--- src/rtl/xtrig_pkg.sv ---
package xtrig_pkg;
  localparam int TRIG_N = 8;
  localparam int CHAN_N = 4;
  localparam int ADDR_W = 8;
  localparam int DATA_W = 32;

  localparam int OFF_CTRL    = 'h00;
  localparam int OFF_GATE    = 'h04;
  localparam int OFF_ACK     = 'h08;
  localparam int OFF_PULSE   = 'h0C;
  localparam int OFF_INMAP   = 'h20;
  localparam int OFF_OUTMAP  = 'h40;
  localparam int OFF_INSTAT  = 'h60;
  localparam int OFF_OUTSTAT = 'h64;

  // one-cycle strobes from the register file to the datapath
  typedef struct packed {
    logic [TRIG_N-1:0] ack;
    logic [CHAN_N-1:0] pulse;
  } strobes_t;
endpackage

--- src/rtl/xtrig_regs.sv ---
module xtrig_regs
  import xtrig_pkg::*;
#(
  parameter int TRIG_W = TRIG_N,
  parameter int CHAN_W = CHAN_N,
  parameter int AW     = ADDR_W,
  parameter int DW     = DATA_W
) (
  input  logic              clk,
  input  logic              rstN,
  input  logic              regWe,
  input  logic [AW-1:0]     regAddr,
  input  logic [DW-1:0]     regWdata,
  output logic [DW-1:0]     regRdata,
  input  logic [TRIG_W-1:0] trigInStat,
  input  logic [TRIG_W-1:0] trigOutStat,
  output logic              cfgEn,
  output logic [CHAN_W-1:0] cfgGate,
  output logic [CHAN_W-1:0] inMask  [TRIG_W],
  output logic [CHAN_W-1:0] outMask [TRIG_W],
  output strobes_t          strobes
);
  localparam int IDX_W    = (TRIG_W > 1) ? $clog2(TRIG_W) : 1;
  localparam int BANK_LO  = IDX_W + 2;
  localparam int BANK_W   = AW - BANK_LO;
  localparam int IN_BANK  = OFF_INMAP >> BANK_LO;
  localparam int OUT_BANK = OFF_OUTMAP >> BANK_LO;

  logic [BANK_W-1:0] bankSel;
  logic [IDX_W-1:0]  slotIdx;
  logic              inBankHit;
  logic              outBankHit;

  assign bankSel    = regAddr[AW-1:BANK_LO];
  assign slotIdx    = regAddr[BANK_LO-1:2];
  assign inBankHit  = (bankSel == IN_BANK[BANK_W-1:0]);
  assign outBankHit = (bankSel == OUT_BANK[BANK_W-1:0]);

  always_ff @(posedge clk) begin
    if (!rstN) begin
      cfgEn   <= 1'b0;
      cfgGate <= '1;
    end else if (regWe) begin
      if (regAddr == AW'(OFF_CTRL)) cfgEn   <= regWdata[0];
      if (regAddr == AW'(OFF_GATE)) cfgGate <= regWdata[CHAN_W-1:0];
    end
  end

  for (genvar g = 0; g < TRIG_W; g++) begin : gMask
    always_ff @(posedge clk) begin
      if (!rstN) begin
        inMask[g]  <= '0;
        outMask[g] <= '0;
      end else if (regWe && slotIdx == IDX_W'(g)) begin
        if (inBankHit)  inMask[g]  <= regWdata[CHAN_W-1:0];
        if (outBankHit) outMask[g] <= regWdata[CHAN_W-1:0];
      end
    end
  end

  always_comb begin
    strobes.ack   = (regWe && regAddr == AW'(OFF_ACK))   ? regWdata[TRIG_W-1:0] : '0;
    strobes.pulse = (regWe && regAddr == AW'(OFF_PULSE)) ? regWdata[CHAN_W-1:0] : '0;
  end

  always_comb begin
    regRdata = '0;
    if (regAddr == AW'(OFF_CTRL))         regRdata[0]          = cfgEn;
    else if (regAddr == AW'(OFF_GATE))    regRdata[CHAN_W-1:0] = cfgGate;
    else if (regAddr == AW'(OFF_INSTAT))  regRdata[TRIG_W-1:0] = trigInStat;
    else if (regAddr == AW'(OFF_OUTSTAT)) regRdata[TRIG_W-1:0] = trigOutStat;
    else if (inBankHit)                   regRdata[CHAN_W-1:0] = inMask[slotIdx];
    else if (outBankHit)                  regRdata[CHAN_W-1:0] = outMask[slotIdx];
  end
endmodule

--- src/rtl/xtrig_path.sv ---
module xtrig_path
  import xtrig_pkg::*;
#(
  parameter int TRIG_W = TRIG_N,
  parameter int CHAN_W = CHAN_N
) (
  input  logic              clk,
  input  logic              rstN,
  input  logic              cfgEn,
  input  logic [CHAN_W-1:0] cfgGate,
  input  logic [CHAN_W-1:0] inMask  [TRIG_W],
  input  logic [CHAN_W-1:0] outMask [TRIG_W],
  input  strobes_t          strobes,
  input  logic [TRIG_W-1:0] trigIn,
  input  logic [CHAN_W-1:0] chanIn,
  output logic [CHAN_W-1:0] chanOut,
  output logic [TRIG_W-1:0] trigOut
);
  logic [CHAN_W-1:0] srcUnion;
  logic [CHAN_W-1:0] rxEvents;
  logic [TRIG_W-1:0] setBits;

  // outgoing side: OR of masked inputs plus software pulses
  always_comb begin
    srcUnion = strobes.pulse;
    for (int i = 0; i < TRIG_W; i++) begin
      if (trigIn[i]) srcUnion = srcUnion | inMask[i];
    end
  end

  // incoming side passes the same gate before the output masks
  assign rxEvents = (chanIn | strobes.pulse) & cfgGate;

  for (genvar j = 0; j < TRIG_W; j++) begin : gOut
    assign setBits[j] = |(rxEvents & outMask[j]);
  end

  always_ff @(posedge clk) begin
    if (!rstN) begin
      chanOut <= '0;
      trigOut <= '0;
    end else if (!cfgEn) begin
      chanOut <= '0;
      trigOut <= '0;
    end else begin
      chanOut <= srcUnion & cfgGate;
      trigOut <= (trigOut & ~strobes.ack) | setBits;
    end
  end
endmodule

--- src/rtl/xtrig_iface.sv ---
module xtrig_iface
  import xtrig_pkg::*;
#(
  parameter int TRIG_W = TRIG_N,
  parameter int CHAN_W = CHAN_N,
  parameter int AW     = ADDR_W,
  parameter int DW     = DATA_W
) (
  input  logic              clk,
  input  logic              rstN,
  input  logic              regWe,
  input  logic [AW-1:0]     regAddr,
  input  logic [DW-1:0]     regWdata,
  output logic [DW-1:0]     regRdata,
  input  logic [TRIG_W-1:0] trigIn,
  output logic [TRIG_W-1:0] trigOut,
  input  logic [CHAN_W-1:0] chanIn,
  output logic [CHAN_W-1:0] chanOut
);
  logic              cfgEn;
  logic [CHAN_W-1:0] cfgGate;
  logic [CHAN_W-1:0] inMask  [TRIG_W];
  logic [CHAN_W-1:0] outMask [TRIG_W];
  strobes_t          strobes;
  logic [CHAN_W-1:0] pulseStb;

  assign pulseStb = strobes.pulse;

  xtrig_regs #(.TRIG_W(TRIG_W), .CHAN_W(CHAN_W), .AW(AW), .DW(DW)) u_regs (
    .clk(clk), .rstN(rstN), .regWe(regWe), .regAddr(regAddr),
    .regWdata(regWdata), .regRdata(regRdata),
    .trigInStat(trigIn), .trigOutStat(trigOut),
    .cfgEn(cfgEn), .cfgGate(cfgGate), .inMask(inMask), .outMask(outMask),
    .strobes(strobes)
  );

  xtrig_path #(.TRIG_W(TRIG_W), .CHAN_W(CHAN_W)) u_path (
    .clk(clk), .rstN(rstN), .cfgEn(cfgEn), .cfgGate(cfgGate),
    .inMask(inMask), .outMask(outMask), .strobes(strobes),
    .trigIn(trigIn), .chanIn(chanIn), .chanOut(chanOut), .trigOut(trigOut)
  );
endmodule

--- config.mk ---
export PLATFORM = sky130hd
export DESIGN_NAME = xtrig_iface
export DESIGN_NICKNAME = d
export VERILOG_FILES = /design/src/rtl/xtrig_pkg.sv /design/src/rtl/xtrig_regs.sv /design/src/rtl/xtrig_path.sv /design/src/rtl/xtrig_iface.sv
export SDC_FILE = /design/constraint.sdc
export NUM_CORES = 1
export LEC_CHECK = 0
export BUFFER_PORTS_ARGS = -buffer_cell sky130_fd_sc_hd__clkbuf_2
export CAP_MARGIN = 20
export CORE_UTILIZATION = 25
export DETAILED_ROUTE_END_ITERATION = 10
export PLACE_DENSITY = 0.41
export SLEW_MARGIN = 20
export SYNTH_ARGS = -nofsm -noshare
export SYNTH_HDL_FRONTEND = slang
export SYNTH_SLANG_ARGS = --single-unit
--- constraint.sdc ---
create_clock -name clk -period 2.3 [get_ports clk]
set_input_delay 0.345 -clock clk [delete_from_list [all_inputs] [get_ports clk]]
set_output_delay 0.345 -clock clk [all_outputs]
set_load 0.005 [all_outputs]
# Word level (Yosys, flattened, before mapping)
# Cells that the tools add are included.
[word_totals] wordCells=122 input_bits=55 register_bits=81 output_inout_bits=44
[op_classes] n_reduce_logical=39 order_cmp=1 mux=25 n_eq_ne=14 bitwise_logic=23
[op_table] operator="$mux 4" n=19
[op_table] operator="$and 4x4->4" n=10
[op_table] operator="$reduce_and 2->1" n=19
[op_table] operator="$or 4x4->4" n=9
[op_table] operator="$reduce_or 4->1" n=8
[op_table] operator="$bmux 4 s3" n=2
[op_table] operator="$eq 8x4->1 const B" n=2
[op_table] operator="$eq 8x7->1 const B" n=2
[op_table] operator="$mux 8" n=2
[op_table] operator="$eq 3x3->1 const B" n=4
[op_table] operator="$logic_and 1x1->1" n=10
[op_table] operator="$eq 3x2->1 const B" n=3
[op_table] operator="$and 8x8->8" n=1
[op_table] operator="$eq 8x3->1 const B" n=1
[op_table] operator="$logic_not 8->1" n=1
[op_table] operator="$not 8->8" n=1
[op_table] operator="$or 8x8->8" n=1
[op_table] operator="$mux 7" n=1
[op_table] operator="$eq 3x1->1 const B" n=2
[op_table] operator="$ge 4x4->1 const B" n=1
[op_table] operator="$not 3->4" n=1
[op_table] operator="$logic_not 3->1" n=1
[op_table] operator="$mux 1" n=1

# Logic depth before layout (Yosys ltp)
# Gate-level depths: netlist (run 1).
[logic_depth] depth_word=20 ltp_mapped=8 depth_no_buf=5

# By module
# A second synthesis (run 1) with hierarchy kept.
[hier_totals] cells_unflattened=506 hier_area_um2=4540.6
[modules_own_cells] module="xtrig_regs" area_each_um2=3873.7 seq_area_each_um2=1381.3 cells_per_inst=433 n_inst=1
[modules_own_cells] module="xtrig_path" area_each_um2=666.9 seq_area_each_um2=240.2 cells_per_inst=73 n_inst=1

# Least setup slack after synthesis (run 1)
# Ideal clock, no wire load.
[synth_timing] path_type="input -> output" from="input port regAddr[5]" to="output port regRdata[2]" required_time_ns=1.955 path_slack_ns=0.215 t_arrival_ns=1.740 path_stages=7 n_path_buf=2 path_cell_list="buf_2 -> nand2b_4 -> or4_4 -> buf_6 -> a21o_1 -> a221oi_2 -> nor2_1"
[synth_between] elab_chain_cells=7 elab_cells_between_ends=12 classes_between="eq/ne (5); mux (6); reduce/logical (1)"
[synth_lines] element="from (decl)" line_no="xtrig_iface.sv:12" text="input logic [AW-1:0] regAddr,"
[synth_lines] element="$eq 3x2->1" line_no="xtrig_regs.sv:37" text="assign outBankHit = (bankSel == OUT_BANK[BANK_W-1:0]);"
[synth_lines] element="$mux 4" line_no="xtrig_regs.sv:73" text="else if (outBankHit) regRdata[CHAN_W-1:0] = outMask[slotIdx];"
[synth_lines] element="$mux 4" line_no="xtrig_regs.sv:72" text="else if (inBankHit) regRdata[CHAN_W-1:0] = inMask[slotIdx];"
[synth_lines] element="$mux 4" line_no="xtrig_regs.sv:71" text="else if (regAddr == AW'(OFF_OUTSTAT)) regRdata[TRIG_W-1:0] = trigOutStat;"
[synth_lines] element="$mux 8" line_no="xtrig_regs.sv:70" text="else if (regAddr == AW'(OFF_INSTAT)) regRdata[TRIG_W-1:0] = trigInStat;"
[synth_lines] element="$mux 4" line_no="xtrig_regs.sv:69" text="else if (regAddr == AW'(OFF_GATE)) regRdata[CHAN_W-1:0] = cfgGate;"
[synth_lines] element="$mux 7 (*)" line_no="xtrig_regs.sv:68" text="if (regAddr == AW'(OFF_CTRL)) regRdata[0] = cfgEn;"
[synth_lines] element="to (decl)" line_no="xtrig_iface.sv:14" text="output logic [DW-1:0] regRdata,"
# Every way passes the cells marked *; elsewhere a longest branch is shown, timed or not.

# Worst setup path after layout (run 1)
[layout_timing] from="register u_regs.outMask[4] in the netlist's numbering" to="output port regRdata[0]"
[layout_between] elab_chain_cells=9
[layout_lines] element="from (decl)" line_no="xtrig_regs.sv:20" text="output logic [CHAN_W-1:0] outMask [TRIG_W],"
[layout_lines] element="from (signal, indexed assignment)" line_no="xtrig_regs.sv:56" text="if (outBankHit) outMask[g] <= regWdata[CHAN_W-1:0];"
[layout_lines] element="$bmux 4 s3" line_no="xtrig_regs.sv:73"
[layout_lines] element="$mux 4 (not written as such) (2 in series)" line_no="xtrig_regs.sv:73"
[layout_lines] element="$mux 4" line_no="xtrig_regs.sv:73"
[layout_lines] element="$mux 4" line_no="xtrig_regs.sv:72"
[layout_lines] element="$mux 4" line_no="xtrig_regs.sv:71"
[layout_lines] element="$mux 8" line_no="xtrig_regs.sv:70"
[layout_lines] element="$mux 4" line_no="xtrig_regs.sv:69"
[layout_lines] element="$mux 1" line_no="xtrig_regs.sv:68"
# Every way passes these cells. The select of a mux whose other input is x is not followed.

==> results of run 1 <==
what timing repair did:
item,CTS,global route
resized for setup,4,8
setup endpoints to repair,2,4
pin swaps,1,0
cloned,0,0
final cells by class:
cell class	instances	area, sq um
Timing Repair Buffer	90	567
Clock buffer	11	243
Clock inverter	5	78.8
Fill cell	1907	12500
Inverter	1	3.75
Sequential cell	81	1620
Tap cell	229	287
Multi-Input combinational cell	384	2690
power by group through the flow:
stage	combinational [mW]	sequential (mW)	clock, mW
5_1_grt	0.332	1.41	1.67
6_report	0.306	1.41	1.57
3_3_place_gp	0.301	1.44	0
3_5_place_dp	0.302	1.44	0
2_1_floorplan	0.194	1.44	0
4_1_cts	0.304	1.41	1.61
cells in the mapped netlist (4+ instances only):
cell type / count / area, sq um
nor2_1: 10 / 37.5
nor2b_1: 28 / 175
nand3_1: 48 / 240
mux4_2: 16 / 360
a21oi_1: 17 / 85.1
nor3_1: 8 / 40.0
a222oi_1: 6 / 60.1
dfxtp_1: 81 / 1620
clkbuf_1: 22 / 82.6
nand4_1: 6 / 37.5
a22oi_1: 25 / 188
o21ai_0: 6 / 30.0
mux2i_1: 39 / 390
a21boi_0: 41 / 308
buf_2: 11 / 55.1
buf_4: 26 / 195
nand2_1: 74 / 278
nor3b_1: 4 / 30.0
critical path, cell delays in order, from the launching register on:
cell      delay [ns]
dfxtp_1         0.34
mux4_2          0.49
a22oi_2         0.22
o21ai_2         0.08
o32a_1          0.32
clkbuf_2        0.13
layer usage:
metal / share of wire, % / vias to the layer above
li1: - / 1926
met1: 46 / 1966
met2: 46 / 140
met3: 5.2 / 30
met4: 2.9 / 0
met5: 0 / -
flip-flops by register name, indices dropped and copies added, names as in the netlist:
register,flops
u_regs.cfgEn,1
u_path.chanOut,4
u_regs.outMask,32
u_path.trigOut,8
u_regs.cfgGate,4
u_regs.inMask,32
path summary, 6_finish.rpt:
kind	start	to	slack (ns)
setup / recovery	u_regs.outMask[4]	regRdata[0]	0.04
hold / removal	regWdata[4]	u_path.trigOut[4]	0.37
setup reg to reg	u_regs.cfgGate[3]	u_path.trigOut[5]	0.91
hold reg to reg	u_regs.outMask[10]	u_regs.outMask[10]	0.49
metrics by stage:
step,worst slack (ns),setup TNS (ns),cells,utilization [%]
finish,0.0417,0,801,30.6
floorplan,0.215,0,527,-
global route,-0.00550,-0.00550,801,30.6
CTS,0.00465,0,801,30.5
detailed placement,-0.0589,-0.0589,785,28.6
global placement,-0.0751,-0.0945,785,28.6
cells by family after synthesis:
kind of cell | count (synthesis)
mux | 56
flops | 81
simple gates | 194
buf+inv | 62
compound gates | 110
other cells | 1
cell usage in the layout (no fill, tap or decap), types with 3 or more instances in the layout:
| cell type | count |
|---|---|
| nor2b_1 | 28 |
| a21boi_0 | 41 |
| clkbuf_2 | 48 |
| mux4_2 | 16 |
| a222oi_1 | 6 |
| o21ai_2 | 3 |
| a21oi_1 | 16 |
| nand3_1 | 48 |
| a22oi_1 | 24 |
| mux2i_1 | 39 |
| nor3b_1 | 4 |
| nand2_1 | 74 |
| o21ai_0 | 5 |
| dfxtp_1 | 79 |
| conb_1 | 24 |
| buf_4 | 38 |
| nor3_1 | 8 |
| clkbuf_16 | 9 |
| nand4_1 | 6 |
| nor2_1 | 10 |
==> impl_metrics.py, run 1 <==
metrics = {
    "grt": {
        "grt_use_met3_pct": 4.12,
        "grt_pass1_wl_mm": 24.0,
        "grt_util_all_layers_pct": 17.7,
        "antenna_found_initial": 0,
        "grt_max_degree": 43,
        "grt_pass1_vias": 3929,
        "grt_use_met2_pct": 27.6,
        "met1_usage_pct": 22.8,
        "overflow": 0,
        "grt.busiest_layer": "met2",
    },
    "yosys": {
        "syn_avg_cell_area_sq_um": 9.07,
        "synth.area.mux_share_pct": 16.7,
        "synthFlopType": "dfxtp_1",
        "synth.distinct_cells": 46,
        "async_flop_share_pct": 0,
        "synthAdderAreaFrac_pct": 0,
        "synth_xor_xnor_area_share_pct": 0,
        "synth_cells": 504,
        "netlist_area_sq_um": 4570,
        "ys_seq_elements": 81,
        "synth_seq_area_share_pct": 35.5,
        "synth-edff-count": 0,
        "synth_top_family_by_area": "simple AND/OR/NAND/NOR gates",
        "synth_compound_area_share_pct": 17.5,
        "synth-simple-area-share_pct": 22.4,
        "ys.warnings.count": 0,
    },
    "placement": {
        "place.gp.congestion": 0.871,
        "port_buffers": 50,
        "post_dp_cell_area_sq_um": 5140,
        "hpwl_mm": 11.7,
    },
    "floorplanning": {
        "core.rowCount": 49,
        "die_w_microns": 137,
        "io_pins": 99,
        "die_h_microns": 137,
        "start_util_pct": 25.4,
        "die_area_sq_um": 18800,
        "coreArea_sq_um": 18000,
    },
    "cts": {
        "hold_buffers": 0,
        "clk_latency_ns": 0.35,
        "cts_sinks": 81,
        "cts.htree.levels": 3,
        "clkTransAtPathRegs_ns": 0.06,
        "clk_path_buf_depth": 2,
        "cts_setup_buffers": 0,
        "tritoncts": "yes",
        "cts_made_buffers": 9,
        "cts-root-buf": "clkbuf_16",
    },
    "routing": {
        "antenna_left": 0,
        "wl_mm": 15.7,
        "routedWlPerCell_microns": 19.6,
        "num_vias": 4062,
        "drtIter0Drc": 342,
        "first_pass_iters": 8,
        "drc_errors": 0,
        "viasPerCell": 5.07,
    },
    "pwr": {
        "total_power_mw": 3.29,
        "pwr-share-seq_pct": 42.9,
        "switchingPower_uw": 790,
        "comb_power_share_pct": 9.3,
        "vdd_drop_max_mv": 0.375,
        "power_frac_clock_pct": 47.8,
        "switching_share_pct": 24.0,
        "p_per_area_nw_per_um2": 599,
        "p_int_mw": 2.50,
        "p_leak_nw": 2.00,
    },
    "timing": {
        "setup_violations": 0,
        "rsz0062_at_grt": "true",
        "slew_viol_final": 0,
        "fmax_mhz": 443,
        "post-route-min-period_ns": 2.26,
        "hold_viol_final": 0,
        "period_share_pct": 98.2,
        "max_slew.worst_pin.slew_ns": 0.571,
        "skew_ns": 0.00594,
        "whs_ns": 0.371,
        "max_slew_margin_pct": 61.8,
    },
    "critical_path": {
        "path_max_fanout": 3,
        "rr_worst_depth": 4,
        "critPathRequiredTime_ns": 1.96,
        "crit_arrival_ns": 1.91,
        "crit_type": "register to primary output",
        "end_kind": "primary output",
        "cp-start-kind": "register",
    },
    "run": {
        "drv_cap": 0,
    },
    "cells_and_area": {
        "area_growth_pct": 20.2,
        "drive_gt1_share_pct": 24.7,
        "antenna_cells": 0,
        "final_nets": 622,
        "fin_area_sq_um": 5490,
    },
    "outcome": {
        "status": "finished, final reports clean",
    },
    "worst_hold_path": {
        "hold_depth": 4,
        "worstHoldPathType": "input port to register",
    },
}
(Power assumes the default switching activity.)
==> inputs of run 2 (changes only) <==
- CORE_UTILIZATION: 25 -> 33
- PLACE_DENSITY: 0.41 -> 0.51
==> run 2 against run 1 <==
Cell area fell by 1.8%. Clock-buffer cell count up 1. Clock power decreased by 8%. Non-clock buffer count decreased by 3. Final cell count down 7.0%. Total power decreased by 4.0%. Register-to-register slack gained 0.10 ns. Core utilization increased by 9.8 points. Sequential power about the same. Maximum frequency shrank 1.1%. Critical path type unchanged. Critical endpoint unchanged. Largest cell class unchanged. Largest power group unchanged.
==> impl_metrics.py, run 2 (synthesis gave the netlist of run 1 again) <==
metrics = {
    "outcome": {
        "status": "finished, final reports clean",
    },
    "cells_and_area": {
        "reg_top3": "u_regs.inMask: 32 flops, u_regs.outMask: 32 flops, u_path.trigOut: 8 flops",
        "antenna_cells": 0,
        "final_common_cell": "dfxtp_1",
        "drive_gt1_share_pct": 23.9,
        "final_nets": 619,
        "area_growth_pct": 18.0,
        "regArea_sq_um": 1620,
        "nFillCells": 1339,
        "layout_common_cells": "dfxtp_1, nand2_1, nand3_1, clkbuf_2, a21boi_0",
        "multiInputGateArea_sq_um": 2690,
    },
    "timing": {
        "max_slew.worst_pin.slew_ns": 0.530,
        "skew_ns": 0.00666,
        "period_share_pct": 99.3,
        "post-route-min-period_ns": 2.28,
        "fmax_mhz": 438,
        "rsz0062_at_grt": "true",
        "setup_violations": 0,
        "slew_viol_final": 0,
        "worst_slack_ns": 0.0157,
        "max_slew_margin_pct": 64.6,
        "hold_viol_final": 0,
    },
    "critical_path": {
        "regToRegEndpoint": "u_path.trigOut[7]",
        "cp-start-kind": "register",
        "crit_arrival_ns": 1.94,
        "rr_worst_depth": 5,
        "end_kind": "primary output",
        "r2r-start": "u_regs.cfgGate[0]",
        "rrSetupSlack_ns": 1.01,
        "critPathRequiredTime_ns": 1.96,
        "path_max_fanout": 3,
        "crit_type": "register to primary output",
    },
    "run": {
        "drv_cap": 0,
    },
    "routing": {
        "routedWlPerCell_microns": 19.2,
        "antenna_left": 0,
        "wl_mm": 14.3,
        "drc_errors": 0,
        "viasPerCell": 5.50,
        "num_vias": 4101,
        "first_pass_iters": 5,
        "drtIter0Drc": 410,
    },
    "floorplanning": {
        "die_area_sq_um": 14300,
        "start_util_pct": 34.2,
        "core.rowCount": 42,
        "coreArea_sq_um": 13300,
        "die_h_microns": 120,
        "die_w_microns": 120,
        "io_pins": 99,
    },
    "cts": {
        "cts_setup_buffers": 0,
        "cts_sinks": 81,
        "clk_latency_ns": 0.34,
        "hold_buffers": 0,
        "cts-root-buf": "clkbuf_16",
        "cts_made_buffers": 9,
        "cts.htree.levels": 3,
        "clk_path_buf_depth": 2,
        "clkTransAtPathRegs_ns": 0.06,
        "tritoncts": "yes",
    },
    "placement": {
        "place.gp.congestion": 0.898,
        "port_buffers": 50,
        "hpwl_mm": 10.7,
        "pre_cts_ws_ns": -0.0714,
    },
    "grt": {
        "grt_util_all_layers_pct": 20.3,
        "grt_pass1_vias": 3876,
        "antenna_found_initial": 0,
        "grt_pass1_wl_mm": 21.9,
        "overflow": 0,
        "grt_max_degree": 37,
    },
    "pwr": {
        "vdd_drop_max_mv": 0.333,
        "p_per_area_nw_per_um2": 585,
        "p_leak_nw": 1.97,
        "total_power_mw": 3.16,
    },
    "worst_hold_path": {
        "worstHoldPathType": "input port to register",
        "worstHoldStart": "rstN",
        "hold_depth": 2,
        "min_to": "u_regs.cfgGate[2]",
    },
}
==> run 2: report_power, final <==
group / leakage [nW] / total [mW] / switching [mW] / internal [mW]
registers: 0.653 / 1.41 / 0.00454 / 1.41
logic: 1.18 / 0.303 / 0.189 / 0.114
clock network: 0.135 / 1.44 / 0.570 / 0.871
==> run 2: layout make-up <==
cell class	instances	area share [%]
multi-input cells	384	49.9
flip-flops and latches	81	30.1
repair buffers	87	10.3
clock buffers	12	4.57
well taps	176	4.08
clock inverters	4	0.974
inverters	1	0.0696
==> run 2: worst max-delay path by stage <==
stage,start,to,cells past startpoint
final,u_regs.outMask[0],regRdata[0],5
after global routing,u_regs.outMask[0],regRdata[0],5
after CTS,regAddr[2],regRdata[1],7
after detailed placement,regAddr[2],regRdata[1],7
after global placement,regAddr[2],regRdata[1],7
after floorplan,regAddr[5],regRdata[2],7
==> run 2: metrics by stage <==
step / hold slack, ns / util, % / TNS (ns) / cell area, sq um / instances
2_1_floorplan: 0.453 / - / 0 / 4660 / 527
3_3_place_gp: 0.473 / 38.0 / -0.0933 / 5070 / 729
3_5_place_dp: 0.476 / 38.0 / -0.139 / 5070 / 729
4_1_cts: 0.243 / 40.4 / 0 / 5390 / 745
5_1_grt: 0.264 / 40.4 / -0.0130 / 5390 / 745
6_report: 0.248 / 40.4 / 0 / 5390 / 745
==> run 2: timing repair <==
item	CTS	global route
setup endpoints to repair	3	2
gates cloned	0	0
pin swaps	1	0
resized for setup	6	2
==> run 2: critical path, cell delays in order (launching register included) <==
cell and delay (ns):
dfxtp_2 0.34, mux4_2 0.50, a22oi_2 0.19, o21ai_2 0.07, o32a_1 0.37, clkbuf_2 0.13
==> run 2: layer usage <==
metal  vias up  GRT usage (%)  wire length, microns
met3        35           3.42                   955
li1       1916              -                     -
met2       190           33.2                  6750
met5         -              0                     0
met1      1960           26.9                  6260
met4         0           7.27                   355
==> inputs of run 3 (changes only) <==
- ABC_AREA: unset -> 1
- GPL_TIMING_DRIVEN: unset -> 0
==> run 3 against run 2 <==
Clock-buffer cell count shrank 3. Maximum frequency grew 4.0%. Largest power group unchanged. Register-to-register slack lost 0.04 ns. First-iteration DRC count shrank 10%. Synthesized cell count grew 32%. Clock power grew 17%. Sequential power is essentially flat. Wire length grew 20%. Setup slack gained 0.088 ns. Synthesized area shrank 1.9%. Global-route usage grew 4.8 points. Non-clock buffer count grew 10. Critical endpoint unchanged. Largest cell class unchanged.
==> impl_metrics.py, run 3 <==
metrics = {
    "grt": {
        "antenna_found_initial": 0,
        "grt_util_all_layers_pct": 25.1,
        "grt_pass1_vias": 4432,
        "overflow": 0,
        "grt_pass1_wl_mm": 26.2,
        "grt_max_degree": 15,
    },
    "floorplanning": {
        "coreArea_sq_um": 13200,
        "io_pins": 99,
        "die_area_sq_um": 14100,
        "start_util_pct": 33.8,
        "die_w_microns": 119,
        "core.rowCount": 42,
        "die_h_microns": 119,
    },
    "timing": {
        "whs_ns": 0.313,
        "fmax_mhz": 455,
        "worst_slack_ns": 0.103,
        "post-route-min-period_ns": 2.20,
        "fin_tns_setup_ns": 0,
        "period_share_pct": 95.5,
        "max_slew_margin_pct": 45.8,
        "rsz0062_at_grt": "true",
        "hold_viol_final": 0,
        "max_slew.worst_pin.slew_ns": 0.813,
        "skew_ns": 0.00684,
        "setup_violations": 0,
        "slew_viol_final": 0,
    },
    "critical_path": {
        "critPathRequiredTime_ns": 1.96,
        "path_max_fanout": 10,
        "end_kind": "primary output",
        "rrSetupSlack_ns": 0.97,
        "crit_start": "regAddr[3]",
        "r2r-start": "u_regs.cfgGate[1]",
        "crit_arrival_ns": 1.85,
        "cp-start-kind": "input port",
        "crit_type": "input port to primary output",
        "endpoint": "regRdata[0]",
        "rr_worst_depth": 5,
        "regToRegEndpoint": "u_path.trigOut[1]",
    },
    "cells_and_area": {
        "antenna_cells": 0,
        "reg_top3": "u_regs.inMask: 32 flops, u_regs.outMask: 32 flops, u_path.trigOut: 8 flops",
        "final_core_util_pct": 40.9,
        "final_nets": 806,
        "final_common_cell": "nand2_1",
        "drive_gt1_share_pct": 18.5,
        "layout_common_cells": "nand2_1, dfxtp_1, o21ai_0",
        "nFillCells": 1455,
        "area_growth_pct": 20.8,
    },
    "yosys": {
        "syn_avg_cell_area_sq_um": 6.74,
        "async_flop_share_pct": 0,
        "synthFlopType": "dfxtp_1",
        "synth_area_leaders": "dfxtp_1, nand2_1, o21ai_0",
        "synth-edff-count": 0,
        "ys_seq_elements": 81,
        "synth_cells": 665,
        "synth.distinct_cells": 29,
        "synth.largest_area_cell": "dfxtp_1",
        "ys.warnings.count": 0,
        "ys_top_cells_by_count": "nand2_1, dfxtp_1, o21ai_0",
        "synth_seq_area_share_pct": 36.2,
        "yosysTopAreaCellShare_pct": 36.2,
        "synthMostInstantiatedCell": "nand2_1",
        "netlist_area_sq_um": 4480,
    },
    "routing": {
        "antenna_left": 0,
        "wl_mm": 17.2,
        "first_pass_iters": 5,
        "drtIter0Drc": 369,
        "routedWlPerCell_microns": 18.5,
        "num_vias": 4771,
        "viasPerCell": 5.12,
        "drc_errors": 0,
    },
    "cts": {
        "cts.htree.levels": 3,
        "cts_made_buffers": 9,
        "cts_sinks": 81,
        "clkTransAtPathRegs_ns": 0.06,
        "tritoncts": "yes",
        "clk_path_buf_depth": 2,
        "cts-root-buf": "clkbuf_16",
        "clk_latency_ns": 0.35,
    },
    "pwr": {
        "vdd_drop_max_mv": 0.301,
        "switchingPower_uw": 876,
        "switching_share_pct": 25.4,
        "comb_power_share_pct": 10.1,
        "p_int_mw": 2.58,
        "pwr-share-seq_pct": 41.0,
        "p_leak_nw": 2.39,
        "power_frac_clock_pct": 48.9,
        "p_per_area_nw_per_um2": 639,
    },
    "placement": {
        "hpwl_mm": 12.9,
        "port_buffers": 49,
        "place.gp.congestion": 0.909,
        "pre_cts_ws_ns": 0.0574,
    },
    "worst_hold_path": {
        "worstHoldPathType": "input port to register",
    },
    "run": {
        "drv_cap": 0,
    },
    "outcome": {
        "status": "finished, final reports clean",
    },
}
run 3: changes by cell type after synthesis, sizes merged, moves of 39 or more:
cell    previous run  this run
mux2i             39         0
nor2              12        89
a21oi             17        74
inv                1        58
a21boi            41         0
nand2             74       134
o21ai             10        81
run 3: area by class of cell:
cell class	instances	area [sq um]	share of cell area, %
flip-flops and latches	81	1620	30.0
inverters	61	241	4.46
clock buffers	9	225	4.16
repair buffers	52	268	4.95
well taps	176	220	4.07
multi-input cells	501	2420	44.8
clock inverters	7	118	2.17
plain buffers	45	294	5.43
run 3: cells by family after synthesis:
logic type	count (synthesis)	share of synthesized area, %
AOI/OAI and AO/OA	165	19.0
other	1	0.0837
DFF	81	36.2
buffers and inverters	106	11.8
and+or+nand+nor	312	32.9
run 3: power by group through the flow:
stage	Combinational, mW	Sequential, mW	Clock [mW]
floorplan	0.196	1.45	0
finish	0.348	1.42	1.69
CTS	0.337	1.42	1.69
global placement	0.335	1.45	0
detailed placement	0.336	1.45	0
global route	0.375	1.42	1.75
run 3: worst min path at each step:
stage	to	start	cells after the start
2_1_floorplan	u_regs.inMask[12]	u_regs.inMask[12]	2
3_3_place_gp	u_regs.inMask[12]	u_regs.inMask[12]	2
3_5_place_dp	u_regs.inMask[12]	u_regs.inMask[12]	2
4_1_cts	u_path.chanOut[2]	regWdata[2]	3
5_1_grt	u_path.chanOut[2]	regWdata[2]	3
6_report	u_path.chanOut[2]	regWdata[2]	3
run 3: what timing repair did:
item                       CTS  global route
hold buffers                 0             0
gates resized for setup      0             5
setup endpoints to repair    0             8
setup buffers                0             3
run 3: routing by layer:
layer	global-route usage (%)	up-vias	wire length (microns)
met5	0	-	0
met4	9.49	0	348
met3	3.96	19	1240
met2	39.1	212	7790
met1	34.6	2217	7860
li1	-	2323	-
run 3: per-stage QoR:
step	total power [mW]	cells	instance area, sq um
5_1_grt	3.55	932	5410
3_5_place_dp	1.79	913	5030
4_1_cts	3.44	929	5380
3_3_place_gp	1.78	913	5030
6_report	3.46	932	5410
2_1_floorplan	1.64	688	4570
run 3: critical path, stage by stage:
cell and delay, ns:
clkbuf_2 0.13, buf_6 0.17, nand2_4 0.17, clkinvlp_4 0.17, a21oi_1 0.22, nand3_1 0.12, nand3_1 0.08, nand2_1 0.06
nor2_1 0.08, nand4_1 0.14, clkbuf_2 0.16
